### src/rtl/dwalk_pkg.sv
package dwalk_pkg;
    localparam int WORD_W     = 32;
    localparam int DESC_WORDS = 4;
    localparam int BYTE_SH    = 2;
    localparam int FC_SIZE_W  = 16;
    localparam int FC_CNT_W   = 6;
    localparam int FC_CNT_LO  = 16;
    localparam int FC_PERR    = 29;
    localparam int FC_DERR    = 30;
    localparam int FC_OWN     = 31;
    localparam int LK_LAST    = 0;
    localparam int LK_FIRST   = 1;
    localparam int LK_DEC     = 2;
    localparam int LK_EOFIE   = 3;
    localparam int CTL_START  = 31;
    localparam int CTL_CONT   = 30;
    localparam int CTL_CHAIN  = 29;
    localparam int CTL_IE_FAIL = 17;
    localparam int CTL_IE_PERR = 16;
    localparam int ST_EOF     = 27;
    localparam int ST_PERR    = 29;
    localparam int ST_DERR    = 30;
    localparam int REG_AW     = 2;
    localparam logic [REG_AW-1:0] REG_CTRL  = 2'd0;
    localparam logic [REG_AW-1:0] REG_FIRST = 2'd1;
    localparam logic [REG_AW-1:0] REG_CUR   = 2'd2;
    localparam logic [REG_AW-1:0] REG_STAT  = 2'd3;

    typedef enum logic [2:0] {
        ST_IDLE, ST_FETCH, ST_CHECK, ST_READ, ST_PUSH, ST_WBACK, ST_NEXT
    } walk_state_t;
endpackage

### src/rtl/dwalk_cursor.sv
module dwalk_cursor import dwalk_pkg::*; #(
    parameter int AW     = WORD_W,
    parameter int SIZE_W = FC_SIZE_W
) (
    input  logic              clk,
    input  logic              rst_n,
    input  logic              load,
    input  logic              step,
    input  logic              dec,
    input  logic [AW-1:0]     base,
    input  logic [SIZE_W-1:0] size,
    output logic [AW-1:0]     ptr,
    output logic              last
);
    localparam int LEN_W = SIZE_W - 1;
    localparam logic [AW-1:0] STEP = AW'(1) << BYTE_SH;

    logic [LEN_W-1:0] left_q;
    logic [LEN_W-1:0] words_in;

    // whole words covering the byte size
    assign words_in = LEN_W'(size[SIZE_W-1:BYTE_SH]) + LEN_W'(|size[BYTE_SH-1:0]);

    always_ff @(posedge clk or negedge rst_n) begin
        if (!rst_n) begin
            ptr    <= '0;
            left_q <= '0;
        end else if (load) begin
            ptr    <= base;
            left_q <= words_in;
        end else if (step) begin
            ptr    <= dec ? ptr - STEP : ptr + STEP;
            left_q <= left_q - LEN_W'(1);
        end
    end

    assign last = (left_q == LEN_W'(1));

    // a word is never consumed beyond the computed count
    assert_step_live_R3: assert property (@(posedge clk) disable iff (!rst_n)
        step |-> (left_q != '0));
endmodule

### src/rtl/dwalk_regs.sv
module dwalk_regs import dwalk_pkg::*; #(
    parameter int AW = WORD_W,
    parameter int DW = WORD_W
) (
    input  logic              clk,
    input  logic              rst_n,
    input  logic              reg_we,
    input  logic [REG_AW-1:0] reg_addr,
    input  logic [DW-1:0]     reg_wdata,
    output logic [DW-1:0]     reg_rdata,
    input  logic              busy,
    input  logic [AW-1:0]     cur_addr,
    input  logic              set_eof,
    input  logic              set_perr,
    input  logic              set_derr,
    output logic              start,
    output logic              cont,
    output logic              chain,
    output logic [AW-1:0]     first_addr,
    output logic              irq
);
    localparam int ALIGN_W = $clog2(DESC_WORDS) + BYTE_SH;

    logic [AW-1:0] first_q;
    logic          ie_fail_q, ie_perr_q;
    logic          eof_q, perr_q, derr_q;
    logic          ctl_wr, stat_wr;

    assign ctl_wr  = reg_we && (reg_addr == REG_CTRL);
    assign stat_wr = reg_we && (reg_addr == REG_STAT);
    assign start   = ctl_wr && reg_wdata[CTL_START] && !busy;
    assign cont    = ctl_wr && reg_wdata[CTL_CONT] && !reg_wdata[CTL_START] && !busy;
    assign first_addr = {first_q[AW-1:ALIGN_W], {ALIGN_W{1'b0}}};

    always_ff @(posedge clk or negedge rst_n) begin
        if (!rst_n) begin
            first_q   <= '0;
            chain     <= 1'b0;
            ie_fail_q <= 1'b0;
            ie_perr_q <= 1'b0;
            eof_q     <= 1'b0;
            perr_q    <= 1'b0;
            derr_q    <= 1'b0;
        end else begin
            if (ctl_wr) begin
                chain     <= reg_wdata[CTL_CHAIN];
                ie_fail_q <= reg_wdata[CTL_IE_FAIL];
                ie_perr_q <= reg_wdata[CTL_IE_PERR];
            end
            if (reg_we && (reg_addr == REG_FIRST))
                first_q <= reg_wdata[AW-1:0];
            eof_q  <= set_eof  | (eof_q  & ~(stat_wr & reg_wdata[ST_EOF]));
            perr_q <= set_perr | (perr_q & ~(stat_wr & reg_wdata[ST_PERR]));
            derr_q <= set_derr | (derr_q & ~(stat_wr & reg_wdata[ST_DERR]));
        end
    end

    always_comb begin
        reg_rdata = '0;
        unique case (reg_addr)
            REG_CTRL: begin
                reg_rdata[CTL_START]   = busy;
                reg_rdata[CTL_CHAIN]   = chain;
                reg_rdata[CTL_IE_FAIL] = ie_fail_q;
                reg_rdata[CTL_IE_PERR] = ie_perr_q;
            end
            REG_FIRST: reg_rdata = DW'(first_q);
            REG_CUR:   reg_rdata = DW'(cur_addr);
            REG_STAT: begin
                reg_rdata[ST_EOF]  = eof_q;
                reg_rdata[ST_PERR] = perr_q;
                reg_rdata[ST_DERR] = derr_q;
            end
            default: reg_rdata = '0;
        endcase
    end

    assign irq = eof_q | (derr_q & ie_fail_q) | (perr_q & ie_perr_q);

    assert_w1c_eof_R11: assert property (@(posedge clk) disable iff (!rst_n)
        (stat_wr && reg_wdata[ST_EOF] && !set_eof) |=> !eof_q);
endmodule

### src/rtl/dwalk_seq.sv
module dwalk_seq import dwalk_pkg::*; #(
    parameter int AW     = WORD_W,
    parameter int DW     = WORD_W,
    parameter int SIZE_W = FC_SIZE_W,
    parameter int CNT_W  = FC_CNT_W
) (
    input  logic          clk,
    input  logic          rst_n,
    input  logic          start,
    input  logic          cont,
    input  logic          chain,
    input  logic [AW-1:0] first_addr,
    output logic          mem_req,
    output logic          mem_we,
    output logic [AW-1:0] mem_addr,
    output logic [DW-1:0] mem_wdata,
    input  logic          mem_ack,
    input  logic [DW-1:0] mem_rdata,
    input  logic          mem_err,
    output logic          out_valid,
    output logic [DW-1:0] out_data,
    input  logic          out_ready,
    output logic          busy,
    output logic [AW-1:0] cur_addr,
    output logic          set_eof,
    output logic          set_perr,
    output logic          set_derr
);
    localparam int IDX_W   = $clog2(DESC_WORDS);
    localparam int ALIGN_W = IDX_W + BYTE_SH;
    localparam logic [IDX_W-1:0] IDX_LAST = IDX_W'(DESC_WORDS - 1);

    walk_state_t state_q, state_d;

    logic [AW-1:0]    cur_q;
    logic [IDX_W-1:0] idx_q;
    logic [DW-1:0]    fc_q, buf_q, link_q, data_q;
    logic             frame_open_q, derr_q, perr_q;
    logic [CNT_W-1:0] fcnt_q;

    logic             owned, mk_first, mk_last, size_zero, seq_bad, fail_any;
    logic [AW-1:0]    next_desc, buf_ptr;
    logic [DW-1:0]    wb_word;
    logic             buf_last, cur_load, cur_step;

    assign owned     = fc_q[FC_OWN];
    assign mk_first  = link_q[LK_FIRST];
    assign mk_last   = link_q[LK_LAST];
    assign size_zero = (fc_q[SIZE_W-1:0] == '0);
    assign seq_bad   = mk_first ? frame_open_q : !frame_open_q;
    assign fail_any  = derr_q | perr_q;
    assign next_desc = {link_q[AW-1:ALIGN_W], {ALIGN_W{1'b0}}};

    // returned frame-control word: ownership back to software
    always_comb begin
        wb_word          = fc_q;
        wb_word[FC_OWN]  = 1'b0;
        wb_word[FC_DERR] = derr_q;
        wb_word[FC_PERR] = perr_q;
        if (mk_last && !fail_any)
            wb_word[FC_CNT_LO +: CNT_W] = fcnt_q;
    end

    // next-state logic
    always_comb begin
        state_d = state_q;
        unique case (state_q)
            ST_IDLE:  if (start || cont) state_d = ST_FETCH;
            ST_FETCH: if (mem_ack) begin
                          if (mem_err)              state_d = ST_IDLE;
                          else if (idx_q == IDX_LAST) state_d = ST_CHECK;
                      end
            ST_CHECK: if (!owned)                   state_d = ST_IDLE;
                      else if (seq_bad || size_zero) state_d = ST_WBACK;
                      else                          state_d = ST_READ;
            ST_READ:  if (mem_ack) state_d = mem_err ? ST_WBACK : ST_PUSH;
            ST_PUSH:  if (out_ready) state_d = buf_last ? ST_WBACK : ST_READ;
            ST_WBACK: if (mem_ack) state_d = (mem_err || fail_any) ? ST_IDLE : ST_NEXT;
            ST_NEXT:  state_d = chain ? ST_FETCH : ST_IDLE;
            default:  state_d = ST_IDLE;
        endcase
    end

    // state register
    always_ff @(posedge clk or negedge rst_n) begin
        if (!rst_n) state_q <= ST_IDLE;
        else        state_q <= state_d;
    end

    // descriptor and frame bookkeeping
    always_ff @(posedge clk or negedge rst_n) begin
        if (!rst_n) begin
            cur_q        <= '0;
            idx_q        <= '0;
            fc_q         <= '0;
            buf_q        <= '0;
            link_q       <= '0;
            data_q       <= '0;
            frame_open_q <= 1'b0;
            fcnt_q       <= '0;
            derr_q       <= 1'b0;
            perr_q       <= 1'b0;
        end else begin
            unique case (state_q)
                ST_IDLE: begin
                    if (start) begin
                        cur_q        <= first_addr;
                        frame_open_q <= 1'b0;
                        fcnt_q       <= '0;
                    end
                    if (start || cont) begin
                        idx_q  <= '0;
                        derr_q <= 1'b0;
                        perr_q <= 1'b0;
                    end
                end
                ST_FETCH: if (mem_ack) begin
                    if (mem_err) begin
                        frame_open_q <= 1'b0;
                    end else begin
                        case (idx_q)
                            IDX_W'(0): fc_q   <= mem_rdata;
                            IDX_W'(2): buf_q  <= mem_rdata;
                            IDX_W'(3): link_q <= mem_rdata;
                            default: ;
                        endcase
                        idx_q <= idx_q + IDX_W'(1);
                    end
                end
                ST_CHECK: if (owned) begin
                    if (seq_bad) begin
                        perr_q <= 1'b1;
                    end else if (size_zero) begin
                        derr_q <= 1'b1;
                    end else begin
                        frame_open_q <= 1'b1;
                        fcnt_q       <= mk_first ? CNT_W'(1) : fcnt_q + CNT_W'(1);
                    end
                end
                ST_READ: if (mem_ack) begin
                    if (mem_err) derr_q <= 1'b1;
                    else         data_q <= mem_rdata;
                end
                ST_PUSH: ;
                ST_WBACK: if (mem_ack) begin
                    if (mem_err || fail_any || mk_last) frame_open_q <= 1'b0;
                end
                ST_NEXT: begin
                    cur_q <= next_desc;
                    idx_q <= '0;
                end
                default: ;
            endcase
        end
    end

    assign cur_load = (state_q == ST_CHECK) && (state_d == ST_READ);
    assign cur_step = (state_q == ST_PUSH) && out_ready;

    dwalk_cursor #(.AW(AW), .SIZE_W(SIZE_W)) u_cursor (
        .clk   (clk),
        .rst_n (rst_n),
        .load  (cur_load),
        .step  (cur_step),
        .dec   (link_q[LK_DEC]),
        .base  (buf_q[AW-1:0]),
        .size  (fc_q[SIZE_W-1:0]),
        .ptr   (buf_ptr),
        .last  (buf_last)
    );

    // outputs
    always_comb begin
        mem_req   = 1'b0;
        mem_we    = 1'b0;
        mem_addr  = '0;
        mem_wdata = '0;
        set_eof   = 1'b0;
        set_perr  = 1'b0;
        set_derr  = 1'b0;
        unique case (state_q)
            ST_FETCH: begin
                mem_req  = 1'b1;
                mem_addr = cur_q + AW'({idx_q, {BYTE_SH{1'b0}}});
                set_derr = mem_ack && mem_err;
            end
            ST_READ: begin
                mem_req  = 1'b1;
                mem_addr = buf_ptr;
            end
            ST_WBACK: begin
                mem_req   = 1'b1;
                mem_we    = 1'b1;
                mem_addr  = cur_q;
                mem_wdata = wb_word;
                set_derr  = mem_ack && (mem_err || derr_q);
                set_perr  = mem_ack && !mem_err && perr_q;
                set_eof   = mem_ack && !mem_err && !fail_any && mk_last && link_q[LK_EOFIE];
            end
            default: ;
        endcase
    end

    assign out_valid = (state_q == ST_PUSH);
    assign out_data  = data_q;
    assign busy      = (state_q != ST_IDLE);
    assign cur_addr  = cur_q;

    assert_req_hold_R12: assert property (@(posedge clk) disable iff (!rst_n)
        (mem_req && !mem_ack) |=> (mem_req && $stable(mem_addr) && $stable(mem_we) && $stable(mem_wdata)));

    assert_stream_hold_R3: assert property (@(posedge clk) disable iff (!rst_n)
        (out_valid && !out_ready) |=> (out_valid && $stable(out_data)));

    assert_cur_aligned_R6: assert property (@(posedge clk) disable iff (!rst_n)
        busy |-> (cur_addr[ALIGN_W-1:0] == '0));

    assert_eof_after_wb_R8: assert property (@(posedge clk) disable iff (!rst_n)
        set_eof |-> (mem_ack && mem_we && !mem_err));
endmodule

### src/rtl/dma_chain_walker.sv
module dma_chain_walker import dwalk_pkg::*; #(
    parameter int AW     = WORD_W,
    parameter int DW     = WORD_W,
    parameter int SIZE_W = FC_SIZE_W,
    parameter int CNT_W  = FC_CNT_W
) (
    input  logic              clk,
    input  logic              rst_n,
    input  logic              reg_we,
    input  logic [REG_AW-1:0] reg_addr,
    input  logic [DW-1:0]     reg_wdata,
    output logic [DW-1:0]     reg_rdata,
    output logic              mem_req,
    output logic              mem_we,
    output logic [AW-1:0]     mem_addr,
    output logic [DW-1:0]     mem_wdata,
    input  logic              mem_ack,
    input  logic [DW-1:0]     mem_rdata,
    input  logic              mem_err,
    output logic              out_valid,
    output logic [DW-1:0]     out_data,
    input  logic              out_ready,
    output logic              irq
);
    logic          start, cont, chain, busy;
    logic          set_eof, set_perr, set_derr;
    logic [AW-1:0] first_addr, cur_addr;

    dwalk_regs #(.AW(AW), .DW(DW)) u_regs (
        .clk        (clk),
        .rst_n      (rst_n),
        .reg_we     (reg_we),
        .reg_addr   (reg_addr),
        .reg_wdata  (reg_wdata),
        .reg_rdata  (reg_rdata),
        .busy       (busy),
        .cur_addr   (cur_addr),
        .set_eof    (set_eof),
        .set_perr   (set_perr),
        .set_derr   (set_derr),
        .start      (start),
        .cont       (cont),
        .chain      (chain),
        .first_addr (first_addr),
        .irq        (irq)
    );

    dwalk_seq #(.AW(AW), .DW(DW), .SIZE_W(SIZE_W), .CNT_W(CNT_W)) u_seq (
        .clk        (clk),
        .rst_n      (rst_n),
        .start      (start),
        .cont       (cont),
        .chain      (chain),
        .first_addr (first_addr),
        .mem_req    (mem_req),
        .mem_we     (mem_we),
        .mem_addr   (mem_addr),
        .mem_wdata  (mem_wdata),
        .mem_ack    (mem_ack),
        .mem_rdata  (mem_rdata),
        .mem_err    (mem_err),
        .out_valid  (out_valid),
        .out_data   (out_data),
        .out_ready  (out_ready),
        .busy       (busy),
        .cur_addr   (cur_addr),
        .set_eof    (set_eof),
        .set_perr   (set_perr),
        .set_derr   (set_derr)
    );
endmodule

### config.mk
export PLATFORM = sky130hd
export DESIGN_NAME = dma_chain_walker
export DESIGN_NICKNAME = d
export VERILOG_FILES = /design/src/rtl/dwalk_pkg.sv /design/src/rtl/dwalk_cursor.sv /design/src/rtl/dwalk_regs.sv /design/src/rtl/dwalk_seq.sv /design/src/rtl/dma_chain_walker.sv
export SDC_FILE = /design/constraint.sdc
export NUM_CORES = 1
export LEC_CHECK = 0
export BUFFER_PORTS_ARGS = -buffer_cell sky130_fd_sc_hd__buf_4
export CORE_UTILIZATION = 40
export CTS_CLUSTER_SIZE = 14
export DETAILED_ROUTE_END_ITERATION = 10
export PLACE_DENSITY_LB_ADDON = 0.25
export RECOVER_POWER = 50
export REMOVE_ABC_BUFFERS = 1
export SLEW_MARGIN = 20
export SYNTH_ARGS = -nofsm -noshare
export SYNTH_HDL_FRONTEND = slang
export SYNTH_HIERARCHICAL = 1
export SYNTH_SLANG_ARGS = --single-unit
### constraint.sdc
create_clock -name clk -period 3.65 [get_ports clk]
set_input_delay 0.73 -clock clk [delete_from_list [all_inputs] [get_ports clk]]
set_output_delay 0.73 -clock clk [all_outputs]
set_load 0.01 [all_outputs]
==> metrics.cfg <==
[logic_synthesis]
ys.flop_type = dfrtp_1
syn_inst = 1448
synth_area_leaders = dfrtp_1 (43%), mux2_2 (10%), mux2i_1 (3.8%), nand2_1 (3.6%), ha_1 (3.5%)
ys_seq_area_share_pct = 42.5
synth_area_leader_cell = dfrtp_1
synth.most_common_cell = dfrtp_1
ys_warn_count = 6
synth_edf_count = 0
netlist_area_sq_um = 15100
synthTopCellsByCount = dfrtp_1 (257), nand2_1 (145), mux2_2 (134)
synth-seq-cells = 257
postSynthAreaPerCell_sq_um = 10.4
synth_cell_type_count = 88
async_flop_share_pct = 100
yosysTopAreaCellShare_pct = 42.5

[cts]
cts-htree-levels = 1
cts_tree = done
clk_path_buf_depth = 3
cts_root_buf = clkbuf_16
hold_buffers = 0
clock_latency_ns = 0.57
clkSinkCount = 257
cts_buffers = 30
clkTransAtPathRegs_ns = 0.06

[critical_path]
path_cells = ha_2 > inv_2 > fa_2 > nand3b_1 > or3_4 > nor4_2 > xnor2_1 > o21ai_2 > buf_4
critPathSlowestCell = or3_4
r2r_cells = 9
critPathMaxFanout = 6
path_class = flip-flop to output port
cp_data_arrival_time_ns = 2.80
cp-start-kind = flip-flop
slowest_delay_ns = 0.47
rrSetupSlack_ns = 0.40
required_ns = 2.92
endpoint_kind = output port

[route]
drt_pass1_iterations = 8
ant_nets = 0
drt-initial-drc-count = 729
drc = 0
viasPerCell = 5.51
vias = 11900
routedWlPerCell_um = 21.4
drt-total-wl_mm = 46.0

[placed_design]
dp_hpwl_mm = 33.4
gp_congestion = 0.886
dpl_cell_area_sq_um = 17000
io_buffer_count = 202
preCtsSetupSlack_ns = 0.261

[worst_hold_path]
whs_path_depth = 2
min_path_type = primary input to flip-flop

[timing]
setup_violations = 0
timing.final.hold_violations = 0
slew_violations = 72
slew_headroom_pct = -32.6
tightestPinTransition_ns = 1.99
fmax_mhz = 283
setup_slack_ns = 0.117
tns_ns = 0
period_minus_slack_ns = 3.53
clock_skew_ns = 0.0192
period_share_pct = 96.8
rsz0062_at_grt = yes

[global_route]
grt_max_degree = 73
top_usage_layer = met2
grt_util_met1_pct = 34.6
grt_use_total_pct = 23.8
antenna_found_initial = 1
grt_use_met2_pct = 37.5
use_met3_pct = 3.08
grt_pass1_wl_mm = 71.0
first_global_vias = 11900
grt-ovfl-total = 0

[power_and_ir_drop]
powerDensity_nw_per_um2 = 624
peakVddDrop_v = 0.000466
power_leakage_nw = 8.36

[floorplanning]
core_sq_um = 36900
rows = 70
start_util_pct = 41.0
die_x_um = 196
die-area_sq_um = 38600
fp.dieH_um = 196
io_pins = 204

[final_layout]
layout-drive-gt1-share_pct = 28.4
n_fill_cell = 3518
fin_area_sq_um = 17900
utilization_pct = 48.5
area_growth_pct = 18.2
diodes = 0
fin_nets = 1741

[job]
maxCapViolations = 1

[status]
status = complete, but fails checks
violations = capacitance limit, slew limit

## per-stage QoR
step | power [mW] | hold WS (ns) | instances
CTS | 11.3 | 0.128 | 2151
detailed placement | 8.18 | 0.463 | 2092
global route | 11.8 | 0.353 | 2152
finish | 11.1 | 0.366 | 2152
global placement | 8.12 | 0.452 | 2092
floorplan | 6.54 | 0.434 | 1334
## path summary, 6_finish.rpt
kind,from,to
max reg2reg,u_seq/link_q[2],u_seq/u_cursor/ptr[30]
max in group asynchronous,rst_n,u_regs/first_q[26]
min,reg_wdata[21],u_regs/first_q[21]
min reg2reg,u_seq/buf_q[13],u_seq/u_cursor/ptr[13]
max,u_seq/idx_q[0],mem_addr[30]
min in group asynchronous,rst_n,u_seq/out_data[14]
## kinds of logic (layout without fill, tap and decap cells)
kind of cell    after synthesis  count (layout)  synth area share (%)
buf+inv                     144             341                  5.41
xor+xnor                     74              74                  4.29
mux                         222             222                  16.8
flops                       257             257                  42.5
compound gates              293             293                  13.0
other cells                   2               5                0.0497
fa+ha+maj                    44              44                  3.74
simple gates                412             412                  14.2
## flip-flops by register name, summed over array words and instances, names as in the netlist, 2 cells and up
register	flops
u_regs/first_q	32
u_seq/buf_q	32
u_seq/cur_addr	32
u_seq/fc_q	30
u_seq/fcnt_q	6
u_seq/idx_q	2
u_seq/link_q	32
u_seq/out_data	32
u_seq/state_q	3
u_seq/u_cursor/left_q	15
u_seq/u_cursor/ptr	32
## cell type report
cell class                      count  area [sq um]  share of cell area (%)
Clock buffer                       41           872                    4.88
Clock inverter                     14           116                   0.651
Inverter                           27           101                   0.567
Multi-Input combinational cell   1050          7860                    44.0
Sequential cell                   257          6430                    36.0
Tap cell                          504           631                    3.53
Timing Repair Buffer              259          1850                    10.4
## per-layer routing
layer  wire (um)  share of wire [%]
met1       21800                 47
met2       21000                 46
met3        2230                4.8
met4         915                2.0
met5           0                  0
## cell usage in the layout, fill, tap and decap left out, drive strengths merged, types with 4 or more instances in the layout
cell type  count
or3           10
nor2          55
mux2         164
nor4          12
nor2b         35
dfrtp        257
xor2          34
xnor2         40
o211ai         5
ha            42
a211oi         6
inv           26
o21ai        109
o21bai         5
nand2b         6
clkbuf        78
nor3          22
nand4         18
and2           9
clkinv        13
nand3         26
a21o          25
a22oi         30
a222oi         6
and4           5
mux2i         58
a22o          12
nand2        147
nand3b         6
a21oi         58
o21a           4
conb           5
nor3b          5
buf          222
and3          42
## timing repair
| item | 4_1_cts | 5_1_grt |
|---|---|---|
| gates resized for setup | 4 | 19 |
| pin swaps | 5 | 1 |
| setup buffers | 4 | 1 |
| setup endpoints to repair | 10 | 13 |
## report_power, final
| group | total [mW] | internal [mW] | switching [mW] |
|---|---|---|---|
| Combinational | 3.89 | 1.81 | 2.08 |
| Sequential | 4.26 | 3.49 | 0.767 |
| Clock | 2.99 | 1.74 | 1.25 |
## critical path, delay by kind of cell, from the launching register on
family	cells	cell delay [ns]
adder cells (fa/ha/maj)	2	0.55
AND/OR/NAND/NOR	3	0.89
buffers and inverters	2	0.19
XOR/XNOR	1	0.17
flip-flops	1	0.36
AO/OA/AOI/OAI	1	0.06
Power figures use the tool's default switching activity.
